### src/rtl/wrseq_pkg.sv
package wrseq_pkg;
  localparam int FCW  = 3;
  localparam int NRSP = 3; // responses: [2] pirq, [1] berr, [0] ack

  typedef enum logic [3:0] {
    ST_IDLE,
    ST_HOLD,   // first write state: bus held from read half
    ST_QUIET,  // second state: nothing changes
    ST_DIR,    // third: direction to write
    ST_DRIVE,  // fourth: data driven
    ST_STRB,   // fifth: strobes, response sampled at its close
    ST_WAITA,  // wait, first half
    ST_WAITB,  // wait, second half, sample at close
    ST_POST1,
    ST_POST2,
    ST_FINAL
  } wr_state_t;
endpackage

### src/rtl/wrseq_sync.sv
module wrseq_sync #(
  parameter int W      = 3,
  parameter int STAGES = 2
) (
  input  logic         clk,
  input  logic         rst,
  input  logic [W-1:0] d_i,
  output logic [W-1:0] q_o
);
  logic [W-1:0] chain [STAGES];

  genvar g;
  generate
    for (g = 0; g < STAGES; g++) begin : g_stage
      if (g == 0) begin : g_first
        always_ff @(posedge clk) begin
          if (rst) chain[g] <= '0;
          else     chain[g] <= d_i;
        end
      end else begin : g_next
        always_ff @(posedge clk) begin
          if (rst) chain[g] <= '0;
          else     chain[g] <= chain[g-1];
        end
      end
    end
  endgenerate

  assign q_o = chain[STAGES-1];
endmodule

### src/rtl/wrseq_fsm.sv
module wrseq_fsm
  import wrseq_pkg::*;
#(
  parameter int AW = 24,
  parameter int DW = 16
) (
  input  logic            clk,
  input  logic            rst,
  input  logic            start_i,
  input  logic [AW-1:0]   addr_i,
  input  logic [FCW-1:0]  fc_i,
  input  logic [DW-1:0]   wdata_i,
  input  logic [1:0]      be_i,
  input  logic [NRSP-1:0] rsp_s,
  output logic [AW-1:0]   bus_addr_o,
  output logic [FCW-1:0]  bus_fc_o,
  output logic            addr_oe_o,
  output logic [DW-1:0]   bus_data_o,
  output logic            data_oe_o,
  output logic            as_o,
  output logic            uds_o,
  output logic            lds_o,
  output logic            rw_o,
  output logic            done_o,
  output logic            err_o,
  output logic            periph_o
);
  wr_state_t st;
  logic [1:0] be_q;
  logic ack_s, berr_s, pirq_s;

  assign ack_s  = rsp_s[0];
  assign berr_s = rsp_s[1];
  assign pirq_s = rsp_s[2];

  always_ff @(posedge clk) begin
    if (rst) begin
      st         <= ST_IDLE;
      bus_addr_o <= '0;
      bus_fc_o   <= '0;
      bus_data_o <= '0;
      be_q       <= '0;
      addr_oe_o  <= 1'b0;
      data_oe_o  <= 1'b0;
      as_o       <= 1'b0;
      uds_o      <= 1'b0;
      lds_o      <= 1'b0;
      rw_o       <= 1'b1;
      done_o     <= 1'b0;
      err_o      <= 1'b0;
      periph_o   <= 1'b0;
    end else begin
      done_o <= 1'b0;
      unique case (st)
        ST_IDLE: if (start_i) begin
          bus_addr_o <= addr_i;
          bus_fc_o   <= fc_i;
          bus_data_o <= wdata_i;
          be_q       <= be_i;
          addr_oe_o  <= 1'b1;
          as_o       <= 1'b1;
          rw_o       <= 1'b1;
          err_o      <= 1'b0;
          periph_o   <= 1'b0;
          st         <= ST_HOLD;
        end
        ST_HOLD:  st <= ST_QUIET;
        ST_QUIET: begin
          rw_o <= 1'b0;
          st   <= ST_DIR;
        end
        ST_DIR: begin
          data_oe_o <= 1'b1;
          st        <= ST_DRIVE;
        end
        ST_DRIVE: begin
          uds_o <= be_q[1];
          lds_o <= be_q[0];
          st    <= ST_STRB;
        end
        ST_STRB: begin
          if (berr_s) begin
            err_o <= 1'b1;
            st    <= ST_POST1;
          end else if (ack_s) begin
            st <= ST_POST1;
          end else if (pirq_s) begin
            periph_o <= 1'b1;
            st       <= ST_POST1;
          end else begin
            st <= ST_WAITA;
          end
        end
        ST_WAITA: st <= ST_WAITB;
        ST_WAITB: begin
          if (berr_s) begin
            err_o <= 1'b1;
            st    <= ST_POST1;
          end else if (ack_s) begin
            st <= ST_POST1;
          end else begin
            st <= ST_WAITA;
          end
        end
        ST_POST1: st <= ST_POST2;
        ST_POST2: begin
          as_o  <= 1'b0;
          uds_o <= 1'b0;
          lds_o <= 1'b0;
          st    <= ST_FINAL;
        end
        ST_FINAL: begin
          addr_oe_o <= 1'b0;
          data_oe_o <= 1'b0;
          rw_o      <= 1'b1;
          done_o    <= 1'b1;
          st        <= ST_IDLE;
        end
        default: st <= ST_IDLE;
      endcase
    end
  end

  // data strobes only inside an address strobe
  a_r5_strobe_in_as: assert property (@(posedge clk) disable iff (rst)
    (uds_o || lds_o) |-> as_o);

  // write direction only while the address phase is held
  a_r3_write_needs_as: assert property (@(posedge clk) disable iff (rst)
    !rw_o |-> (addr_oe_o && st != ST_IDLE));

  // data is driven only after direction turned to write
  a_r4_data_after_dir: assert property (@(posedge clk) disable iff (rst)
    $rose(data_oe_o) |-> (!rw_o && $past(!rw_o)));

  // address held steady while strobe stays asserted
  a_r2_addr_hold: assert property (@(posedge clk) disable iff (rst)
    (as_o && $past(as_o)) |-> ($stable(bus_addr_o) && $stable(bus_fc_o)));

  // done marks a fully released bus, one cycle wide
  a_r9_done_released: assert property (@(posedge clk) disable iff (rst)
    done_o |-> (!as_o && rw_o && !addr_oe_o && !data_oe_o));
  a_r9_done_pulse: assert property (@(posedge clk) disable iff (rst)
    done_o |=> !done_o);

  // a transfer ends with at most one outcome flag
  a_r8_flags_exclusive: assert property (@(posedge clk) disable iff (rst)
    !(err_o && periph_o));
endmodule

### src/rtl/wrseq_top.sv
module wrseq_top
  import wrseq_pkg::*;
#(
  parameter int AW          = 24,
  parameter int DW          = 16,
  parameter int SYNC_STAGES = 2
) (
  input  logic          clk,
  input  logic          rst,
  input  logic          start_i,
  input  logic [AW-1:0] addr_i,
  input  logic [2:0]    fc_i,
  input  logic [DW-1:0] wdata_i,
  input  logic [1:0]    be_i,
  input  logic          ack_i,
  input  logic          berr_i,
  input  logic          pirq_i,
  output logic [AW-1:0] bus_addr_o,
  output logic [2:0]    bus_fc_o,
  output logic          addr_oe_o,
  output logic [DW-1:0] bus_data_o,
  output logic          data_oe_o,
  output logic          as_o,
  output logic          uds_o,
  output logic          lds_o,
  output logic          rw_o,
  output logic          done_o,
  output logic          err_o,
  output logic          periph_o
);
  logic [NRSP-1:0] rsp_s;

  wrseq_sync #(.W(NRSP), .STAGES(SYNC_STAGES)) u_sync (
    .clk (clk),
    .rst (rst),
    .d_i ({pirq_i, berr_i, ack_i}),
    .q_o (rsp_s)
  );

  wrseq_fsm #(.AW(AW), .DW(DW)) u_fsm (
    .clk        (clk),
    .rst        (rst),
    .start_i    (start_i),
    .addr_i     (addr_i),
    .fc_i       (fc_i),
    .wdata_i    (wdata_i),
    .be_i       (be_i),
    .rsp_s      (rsp_s),
    .bus_addr_o (bus_addr_o),
    .bus_fc_o   (bus_fc_o),
    .addr_oe_o  (addr_oe_o),
    .bus_data_o (bus_data_o),
    .data_oe_o  (data_oe_o),
    .as_o       (as_o),
    .uds_o      (uds_o),
    .lds_o      (lds_o),
    .rw_o       (rw_o),
    .done_o     (done_o),
    .err_o      (err_o),
    .periph_o   (periph_o)
  );
endmodule

### config.mk
export PLATFORM = sky130hd
export DESIGN_NAME = wrseq_top
export DESIGN_NICKNAME = d
export VERILOG_FILES = /design/src/rtl/wrseq_pkg.sv /design/src/rtl/wrseq_sync.sv /design/src/rtl/wrseq_fsm.sv /design/src/rtl/wrseq_top.sv
export SDC_FILE = /design/constraint.sdc
export NUM_CORES = 1
export LEC_CHECK = 0
export ABC_AREA = 1
export BUFFER_PORTS_ARGS = -buffer_cell sky130_fd_sc_hd__buf_2
export CAP_MARGIN = 20
export CORE_MARGIN = 2
export CORE_UTILIZATION = 45
export CTS_CLUSTER_DIAMETER = 80
export CTS_CLUSTER_SIZE = 16
export DETAILED_ROUTE_END_ITERATION = 10
export GPL_ROUTABILITY_DRIVEN = 0
export GPL_TIMING_DRIVEN = 0
export PLACE_DENSITY = 0.76
export REMOVE_ABC_BUFFERS = 1
export SLEW_MARGIN = 20
export SYNTH_ARGS = -nofsm -noshare
export SYNTH_HDL_FRONTEND = slang
export SYNTH_HIERARCHICAL = 1
export SYNTH_SLANG_ARGS = --single-unit
### constraint.sdc
create_clock -name clk -period 1.5 [get_ports clk]
set_clock_uncertainty 0.1 [all_clocks]
set_input_delay 0.3 -clock clk [delete_from_list [all_inputs] [get_ports clk]]
set_output_delay 0.3 -clock clk [all_outputs]
set_load 0.02 [all_outputs]
==> key figures, run 1 <==
Yosys
  • Synth Register Bits: 64
  • Ys flop type: dfxtp_1
  • Synth Area per Inst: 7.83 um^2
  • Synth top area cells: dfxtp_1, inv_1, a21oi_1
  • Netlist cell types: 15
  • Synth Warn #: 6
  • Syn Inst Count: 310
  • Post-synth EDFFs: 0
  • Sequential fraction of the synthesis area: 0.528
  • Synth Cell Area: 0.00243 mm^2
  • FFs w/ async S/R, synth: 0
  • Area leader, netlist: dfxtp_1
  • Yosys top cell area share: 0.528

CTS
  • Clock Root Buffer: clkbuf_8
  • Clk slew on worst S/H paths: 60 ps
  • TritonCTS Buffers: 9
  • Clk_lat worst skew: 320 ps
  • CTS tree: done
  • H-tree levels: 3
  • Max clock buf depth: 2
  • Clk sinks: 64

Critical path
  • Crit end category: register
  • Worst endpoint required time: 1610 ps
  • Arrival @ worst endpoint: 1590 ps
  • WS Path Type: register to register
  • Worst setup SP type: register
  • Worst-path maximum fanout: 8

Final layout
  • Final core occ: 0.633
  • Synth-to-Final Area Change: 34.9%
  • Multi-input logic area: 902 um^2
  • Share of post-route cells with drive strength above 1: 0.319
  • Fillers: 489
  • Antenna Diode Count: 0
  • Register Area: 0.00128 mm^2
  • Nets: 471

Die
  • Core ar.: 0.00517 mm^2
  • Die area: 0.00600 mm^2
  • Die width: 77.5 um
  • Die height: 77.5 um
  • FP Rows: 26
  • Starting Density: 0.470
  • Top-Level Pins: 103

Global routing
  • First-pass GRT wire length: 10200 um
  • Initial antenna violation count: 0
  • Vias in the first global route: 2162
  • Total GRT Usage: 0.218
  • Gr ovfl total: 0
  • Largest net degree at the start of global routing: 52

Timing
  • Max frequency: 675 MHz
  • Actual slew at the worst max-slew pin: 753 ps
  • Final setup violation count: 0
  • RSZ-0062 raised after global routing: yes
  • Worst rel slew slack: 0.498
  • Final Slew Violations: 0
  • Final hold vios: 0
  • Final worst path period need: 1480 ps
  • Fin crit share: 0.988
  • Final TNS setup: 0 ps

Detailed routing
  • Number of vias per cell: 4.78
  • Via Count: 2355
  • DRT Pass-1 Iters: 4
  • Routed Antenna Nets: 0
  • Initial DRC Count: 107
  • Residual DRC: 0
  • Wire per inst: 13.3 um
  • WL final: 6560 um

Power and ir drop
  • Maximum VDD drop: 0.848 mV
  • Cell Pwr Density: 1370 mW/mm^2
  • Leak: 1.59 nW
  • Design Power: 0.00448 W

Run status
  • Status: finished clean

Flow run
  • Max-cap violations: 0

Min path
  • Hold Crit Class: input pin to register

Place
  • IO buf count: 102
  • Final HPWL DP: 3360 um
[worst max-delay path: stages (launching register included)]
cell     delay [ps]
dfxtp_2         360
nor2_4          140
buf_12          150
buf_4           140
nand3_2         190
o21ai_0         220
a21oi_1          50
[state kept, by name, summed over array words and instances (netlist names), 2 cells and up]
| name | count |
|---|---|
| u_fsm/bus_addr_o | 24 |
| u_fsm/bus_data_o | 16 |
| u_fsm/bus_fc_o | 3 |
| u_sync/chain | 6 |
| u_fsm/st | 4 |
| u_fsm/be_q | 2 |
[worst paths after layout]
kind,start,end,slack [ps],depth (start not counted)
max,u_fsm/st[3]$_SDFFE_PP0P_,u_fsm/bus_addr_o[16]$_SDFFE_PP0P_,20,6
min,ack_i,u_sync/chain[0][0]$_SDFF_PP0_,80,3
max reg2reg,u_fsm/st[3]$_SDFFE_PP0P_,u_fsm/bus_addr_o[16]$_SDFFE_PP0P_,20,6
min reg2reg,u_sync/chain[0][0]$_SDFF_PP0_,u_sync/chain[1][0]$_SDFF_PP0_,300,2
[metal layers]
metal / wire [um] / track usage / part of all wire / vias up
met4: 93 / 0.114 / 0.014 / 0
met3: 472 / 0.0512 / 0.072 / 9
met2: 3200 / 0.352 / 0.49 / 84
met1: 2790 / 0.270 / 0.43 / 1050
met5: 0 / 0 / 0 / -
li1: - / - / - / 1212
[kinds of logic after synthesis]
family / Yosys count / share of synthesized area
flops: 64 / 0.528
compound gates: 98 / 0.203
buf+inv: 84 / 0.151
simple gates: 64 / 0.118
[placed cells by master, fill, tap and decap left out, drive strengths merged]
cell | Yosys | final
a21oi | 50 | 50
a22oi | 1 | 1
buf | 7 | 107
clkbuf | 9 | 14
dfxtp | 64 | 64
inv | 68 | 68
nand2 | 25 | 25
nand3 | 12 | 20
nand4 | 2 | 2
nor2 | 25 | 25
o21ai | 47 | 47
[timing repair]
item	CTS	global route
endpoints found under the setup margin	50	49
gates resized for setup	5	19
pin swaps	5	3
setup buffers	5	0
cloned	5	3
hold buffers	0	0
[synthesized netlist by cell type (2+ instances only)]
library cell	n
dfxtp_1	64
clkbuf_2	4
clkbuf_1	5
a21oi_1	50
nor2_4	2
nand3_1	11
inv_1	68
nand4_1	2
nand2_1	25
buf_6	6
o21ai_0	47
nor2_1	23
[power by group]
group	internal, W	total, W	switching [W]
Sequential	0.00191	0.00202	0.000112
Clock	0.000720	0.00132	0.000598
Combinational	0.000392	0.00114	0.000749
Total	0.00302	0.00448	0.00146
[layout make-up]
class                           instances  area share
Sequential cell                        64       0.392
Tap cell                               70      0.0267
Timing Repair Buffer                  107       0.175
Inverter                               68      0.0779
Multi-Input combinational cell        170       0.275
Clock buffer                           14      0.0527
[per-stage QoR]
stage	hold WS [ps]	setup slack [ps]	cell area (um^2)	cells
2_1_floorplan	269	-97.3	2320	294
3_3_place_gp	289	-628	2920	466
3_5_place_dp	294	-491	2920	466
4_1_cts	67.7	44.1	3240	490
5_1_grt	79.9	-22.9	3280	493
6_report	76.3	17.5	3280	493
Note: power is estimated with default switching activity, not from simulation.
==> run 2, diff against run 1 <==
--- a/config.mk
+++ b/config.mk
@@ -9,13 +9,14 @@
 export BUFFER_PORTS_ARGS = -buffer_cell sky130_fd_sc_hd__buf_2
 export CAP_MARGIN = 20
 export CORE_MARGIN = 2
-export CORE_UTILIZATION = 45
+export CORE_UTILIZATION = 44
+export CTS_BUF_LIST = sky130_fd_sc_hd__clkbuf_2
 export CTS_CLUSTER_DIAMETER = 80
 export CTS_CLUSTER_SIZE = 16
 export DETAILED_ROUTE_END_ITERATION = 10
 export GPL_ROUTABILITY_DRIVEN = 0
 export GPL_TIMING_DRIVEN = 0
-export PLACE_DENSITY = 0.76
+export PLACE_DENSITY = 0.78
 export REMOVE_ABC_BUFFERS = 1
 export SLEW_MARGIN = 20
 export SYNTH_ARGS = -nofsm -noshare
==> constraint.sdc (replaced) <==
create_clock -name clk -period 1.2 [get_ports clk]
set_clock_uncertainty 0.1 [all_clocks]
set_input_delay 0.24 -clock clk [delete_from_list [all_inputs] [get_ports clk]]
set_output_delay 0.24 -clock clk [all_outputs]
set_load 0.02 [all_outputs]
==> key figures, run 2 (same netlist as run 1, synthesis figures left out) <==
Run status
  • Status: finished, violations left
  • Failing checks: setup timing

Final layout
  • Regs by FF count: u_fsm/bus_addr_o x24, u_fsm/bus_data_o x16, u_sync/chain x6
  • Synth-to-Final Area Change: 80.3%
  • Share of post-route cells with drive strength above 1: 0.453
  • Nets: 539
  • Commonest non-fill, non-tap cell in the layout: inv_1
  • Antenna Diode Count: 0
  • Largest register by flop count: u_fsm/bus_addr_o
  • Max reg flops: 24
  • Final Cell Area: 0.00438 mm^2
  • Most frequent cells in the layout: inv_1, buf_6, dfxtp_2, dlygate4sd3_1, buf_2

Timing
  • Final WS setup: -199 ps
  • Final hold vios: 0
  • Final worst path period need: 1400 ps
  • Worst rel slew slack: 0.382
  • Max frequency: 715 MHz
  • Final TNS setup: -12280 ps
  • Actual slew at the worst max-slew pin: 926 ps
  • RSZ-0062 raised after global routing: yes
  • Fin crit share: 1.17
  • Final setup violation count: 109
  • Final Slew Violations: 0

Global routing
  • Total GRT Usage: 0.279
  • First-pass GRT wire length: 12900 um
  • Initial antenna violation count: 0
  • Gr ovfl total: 0
  • Vias in the first global route: 2699
  • Largest net degree at the start of global routing: 52

Detailed routing
  • Initial DRC Count: 168
  • DRT Pass-1 Iters: 5
  • Via Count: 2827
  • Number of vias per cell: 5.01
  • Wire per inst: 15.9 um
  • Routed Antenna Nets: 0
  • Residual DRC: 0
  • WL final: 8950 um

Critical path
  • Worst-path maximum fanout: 11
  • Worst setup SP type: register
  • WS Path Type: register to register
  • Crit end category: register
  • Arrival @ worst endpoint: 1670 ps
  • Worst endpoint required time: 1470 ps

Min path
  • Hold Crit Class: register to register

Die
  • FP Rows: 27
  • Die width: 78.3 um
  • Top-Level Pins: 103
  • Die height: 78.3 um
  • Die area: 0.00613 mm^2
  • Core ar.: 0.00541 mm^2
  • Starting Density: 0.449

Power and ir drop
  • Leak: 1.97 nW
  • Design Power: 0.00618 W
  • Maximum VDD drop: 1.05 mV
  • Cell Pwr Density: 1410 mW/mm^2

CTS
  • TritonCTS Buffers: 9
  • H-tree levels: 3
  • Clk_lat worst skew: 460 ps
  • Clk sinks: 64
  • Clock Root Buffer: clkbuf_2
  • CTS tree: done
  • Clk slew on worst S/H paths: 180 ps
  • Max clock buf depth: 2

Place
  • Final HPWL DP: 3310 um
  • Cell Area, Placed: 0.00292 mm^2
  • IO buf count: 102

Flow run
  • Max-cap violations: 0
[run 2: repair_timing]
item | 4_1_cts | 5_1_grt
gates resized for setup | 215 | 25
hold buffers | 50 | 0
pin swaps | 7 | 2
endpoints found under the hold margin | 56 | 0
cloned | 10 | 1
setup endpoints to repair | 107 | 110
buffers inserted | 9 | 11
[run 2: layout make-up]
class / instances / area, um^2
repair buffers: 172 / 1530
multi-input cells: 173 / 1020
clock buffers: 10 / 50.0
inverters: 68 / 260
clock inverters: 5 / 72.6
fillers: 355 / 1030
well taps: 72 / 90.1
flip-flops and latches: 64 / 1360
[run 2: path summary, 6_finish.rpt]
check	startpoint	endpoint	slack (ps)	cells past startpoint
max	u_fsm/st[3]$_SDFFE_PP0P_	u_fsm/bus_addr_o[22]$_SDFFE_PP0P_	-200	5
min	u_sync/chain[0][2]$_SDFF_PP0_	u_sync/chain[1][2]$_SDFF_PP0_	320	2
max reg2reg	u_fsm/st[3]$_SDFFE_PP0P_	u_fsm/bus_addr_o[22]$_SDFFE_PP0P_	-200	5
min reg2reg	u_sync/chain[0][2]$_SDFF_PP0_	u_sync/chain[1][2]$_SDFF_PP0_	320	2
[run 2: per-stage QoR]
step	hold slack [ps]	utilization	std cells	setup slack (ps)
global route	339	0.810	564	-248
global placement	289	0.540	468	-843
CTS	283	0.779	552	-137
detailed placement	294	0.540	468	-813
finish	316	0.810	564	-199
floorplan	209	-	294	-397
[run 2: worst max-delay path, cell delays in order (launching register included)]
cell     delay, ps
dfxtp_4        410
nor2_4         150
buf_12         190
nand3_4        160
o21ai_1        220
a21oi_1         70
[run 2: power by group]
part / switching, W / internal [W]
clock: 0.000758 / 0.000673
sequential: 0.000201 / 0.00243
combinational: 0.00114 / 0.000981
[run 2: per-layer routing]
layer | share of wire | up-vias | GRT usage
met2 | 0.53 | 146 | 0.522
met4 | 0.027 | 0 | 0.130
li1 | - | 1362 | -
met1 | 0.37 | 1292 | 0.305
met3 | 0.065 | 27 | 0.0460
met5 | 0 | - | 0
==> run 3, diff against run 2 <==
--- a/config.mk
+++ b/config.mk
@@ -9,14 +9,14 @@
 export BUFFER_PORTS_ARGS = -buffer_cell sky130_fd_sc_hd__buf_2
 export CAP_MARGIN = 20
 export CORE_MARGIN = 2
-export CORE_UTILIZATION = 44
-export CTS_BUF_LIST = sky130_fd_sc_hd__clkbuf_2
+export CORE_UTILIZATION = 42
+export CTS_BUF_LIST = sky130_fd_sc_hd__clkbuf_4 sky130_fd_sc_hd__clkbuf_8 sky130_fd_sc_hd__clkbuf_16
 export CTS_CLUSTER_DIAMETER = 80
 export CTS_CLUSTER_SIZE = 16
 export DETAILED_ROUTE_END_ITERATION = 10
 export GPL_ROUTABILITY_DRIVEN = 0
 export GPL_TIMING_DRIVEN = 0
-export PLACE_DENSITY = 0.78
+export PLACE_DENSITY = 0.75
 export REMOVE_ABC_BUFFERS = 1
 export SLEW_MARGIN = 20
 export SYNTH_ARGS = -nofsm -noshare
==> key figures, run 3 (same netlist as run 1, synthesis figures left out) <==
Power and ir drop
  • Maximum VDD drop: 1.08 mV
  • Leak: 1.70 nW
  • Design Power: 0.00689 W
  • Cell Pwr Density: 1890 mW/mm^2

Die
  • Core ar.: 0.00554 mm^2
  • Starting Density: 0.438
  • Die area: 0.00641 mm^2
  • Die height: 80.0 um
  • FP Rows: 27
  • Top-Level Pins: 103
  • Die width: 80.0 um

Critical path
  • Arrival @ worst endpoint: 1500 ps
  • Reg2reg end: u_fsm/bus_addr_o[14]$_SDFFE_PP0P_
  • Slowest-stage cell, CP: dfxtp_4
  • Crit end category: register
  • Worst setup SP type: register
  • R2R cell count: 4
  • Slowest Stage Delay on Critical Path: 360 ps
  • Worst-path maximum fanout: 12
  • CP cell instances: nor2_4 > buf_12 > nand3_2 > a21oi_1
  • Reg2Reg Setup Slack: -150 ps
  • WS Path Type: register to register
  • R2R Path Start: u_fsm/st[3]$_SDFFE_PP0P_
  • Worst endpoint required time: 1350 ps

Timing
  • Final WS setup: -148 ps
  • Final setup violation count: 56
  • Final worst path period need: 1350 ps
  • Fin crit share: 1.12
  • Actual slew at the worst max-slew pin: 649 ps
  • Final TNS setup: -5830 ps
  • RSZ-0062 raised after global routing: yes
  • Final Slew Violations: 0
  • Final hold vios: 0
  • Max frequency: 742 MHz
  • Worst rel slew slack: 0.567

Final layout
  • Regs by FF count: u_fsm/bus_addr_o x24, u_fsm/bus_data_o x16, u_sync/chain x6
  • Max reg flops: 24
  • Fillers: 491
  • Antenna Diode Count: 0
  • Nets: 478
  • Largest register by flop count: u_fsm/bus_addr_o
  • Most frequent cells in the layout: buf_2, inv_1, dfxtp_1, a21oi_1, buf_4
  • Synth-to-Final Area Change: 50.1%
  • Share of post-route cells with drive strength above 1: 0.394
  • Commonest non-fill, non-tap cell in the layout: buf_2

Global routing
  • Vias in the first global route: 2282
  • Gr ovfl total: 0
  • First-pass GRT wire length: 11400 um
  • Largest net degree at the start of global routing: 52
  • Total GRT Usage: 0.240
  • Initial antenna violation count: 0

Detailed routing
  • Initial DRC Count: 133
  • DRT Pass-1 Iters: 4
  • Residual DRC: 0
  • Routed Antenna Nets: 0
  • WL final: 7640 um
  • Wire per inst: 15.2 um
  • Number of vias per cell: 4.94
  • Via Count: 2490

CTS
  • Clk_lat worst skew: 320 ps
  • CTS tree: done
  • TritonCTS Buffers: 9
  • Clk sinks: 64
  • Clock Root Buffer: clkbuf_8
  • Max clock buf depth: 2
  • H-tree levels: 3
  • Clk slew on worst S/H paths: 70 ps

Min path
  • Hold Crit Start: ack_i
  • Worst min-delay path endpoint: u_sync/chain[0][0]$_SDFF_PP0_
  • Hold Crit Class: input pin to register
  • Worst hold path depth: 3

Place
  • Final HPWL DP: 3430 um
  • IO buf count: 102

Flow run
  • Max-cap violations: 0

Run status
  • Status: finished, violations left
  • Failing checks: setup timing
==> run 3: area by class of cell <==
cell class / count / area, um^2 / area share
multi-input cells: 174 / 1020 / 0.280
well taps: 72 / 90.1 / 0.0247
clock inverters: 6 / 155 / 0.0426
clock buffers: 10 / 131 / 0.0360
inverters: 68 / 258 / 0.0707
repair buffers: 110 / 683 / 0.187
flip-flops and latches: 64 / 1310 / 0.358
==> run 3: worst max path at each step <==
stage,slack (ps),startpoint,endpoint
global placement,-840,rst,u_fsm/as_o$_SDFFE_PP0P_
finish,-150,u_fsm/st[3]$_SDFFE_PP0P_,u_fsm/bus_addr_o[14]$_SDFFE_PP0P_
floorplan,-400,u_fsm/st[0]$_SDFFE_PP0P_,u_fsm/be_q[0]$_SDFFE_PP0P_
detailed placement,-790,u_fsm/st[0]$_SDFFE_PP0P_,u_fsm/be_q[0]$_SDFFE_PP0P_
CTS,-120,u_fsm/st[1]$_SDFFE_PP0P_,u_fsm/bus_addr_o[20]$_SDFFE_PP0P_
global route,-210,u_fsm/st[1]$_SDFFE_PP0P_,u_fsm/periph_o$_SDFFE_PP0P_
==> run 3: stage by stage <==
stage               utilization  worst slack, ps  hold WS [ps]  instances  cell area (um^2)
finish                    0.658             -148          18.6        504              3640
global route              0.658             -207          2.60        504              3640
CTS                       0.635             -116          2.42        503              3520
detailed placement        0.527             -787           294        468              2920
global placement          0.527             -839           289        468              2920
floorplan                     -             -397           209        294              2320
==> run 3: what timing repair did <==
action,CTS,global route
resized for setup,58,53
pin swaps,11,6
cloned,12,0
hold buffers,0,0
endpoints found under the setup margin,57,88
buffers inserted,7,1
==> run 3: power by group <==
group | internal [W] | switching [W]
Sequential | 0.00239 | 0.000144
Clock | 0.00182 | 0.000828
Combinational | 0.000627 | 0.00108
==> run 3: worst max-delay path: cells and delay by family (launching register included) <==
| family | cells | cell delay, ps |
|---|---|---|
| buf+inv | 1 | 190 |
| compound gates | 1 | 230 |
| flops | 1 | 360 |
| simple gates | 2 | 380 |
==> run 3: metal layers <==
metal	vias up	GRT usage	routed length, um
met3	11	0.0475	474
met1	1138	0.304	3250
met2	100	0.391	3810
li1	1241	-	-
met5	-	0	0
met4	0	0.114	106
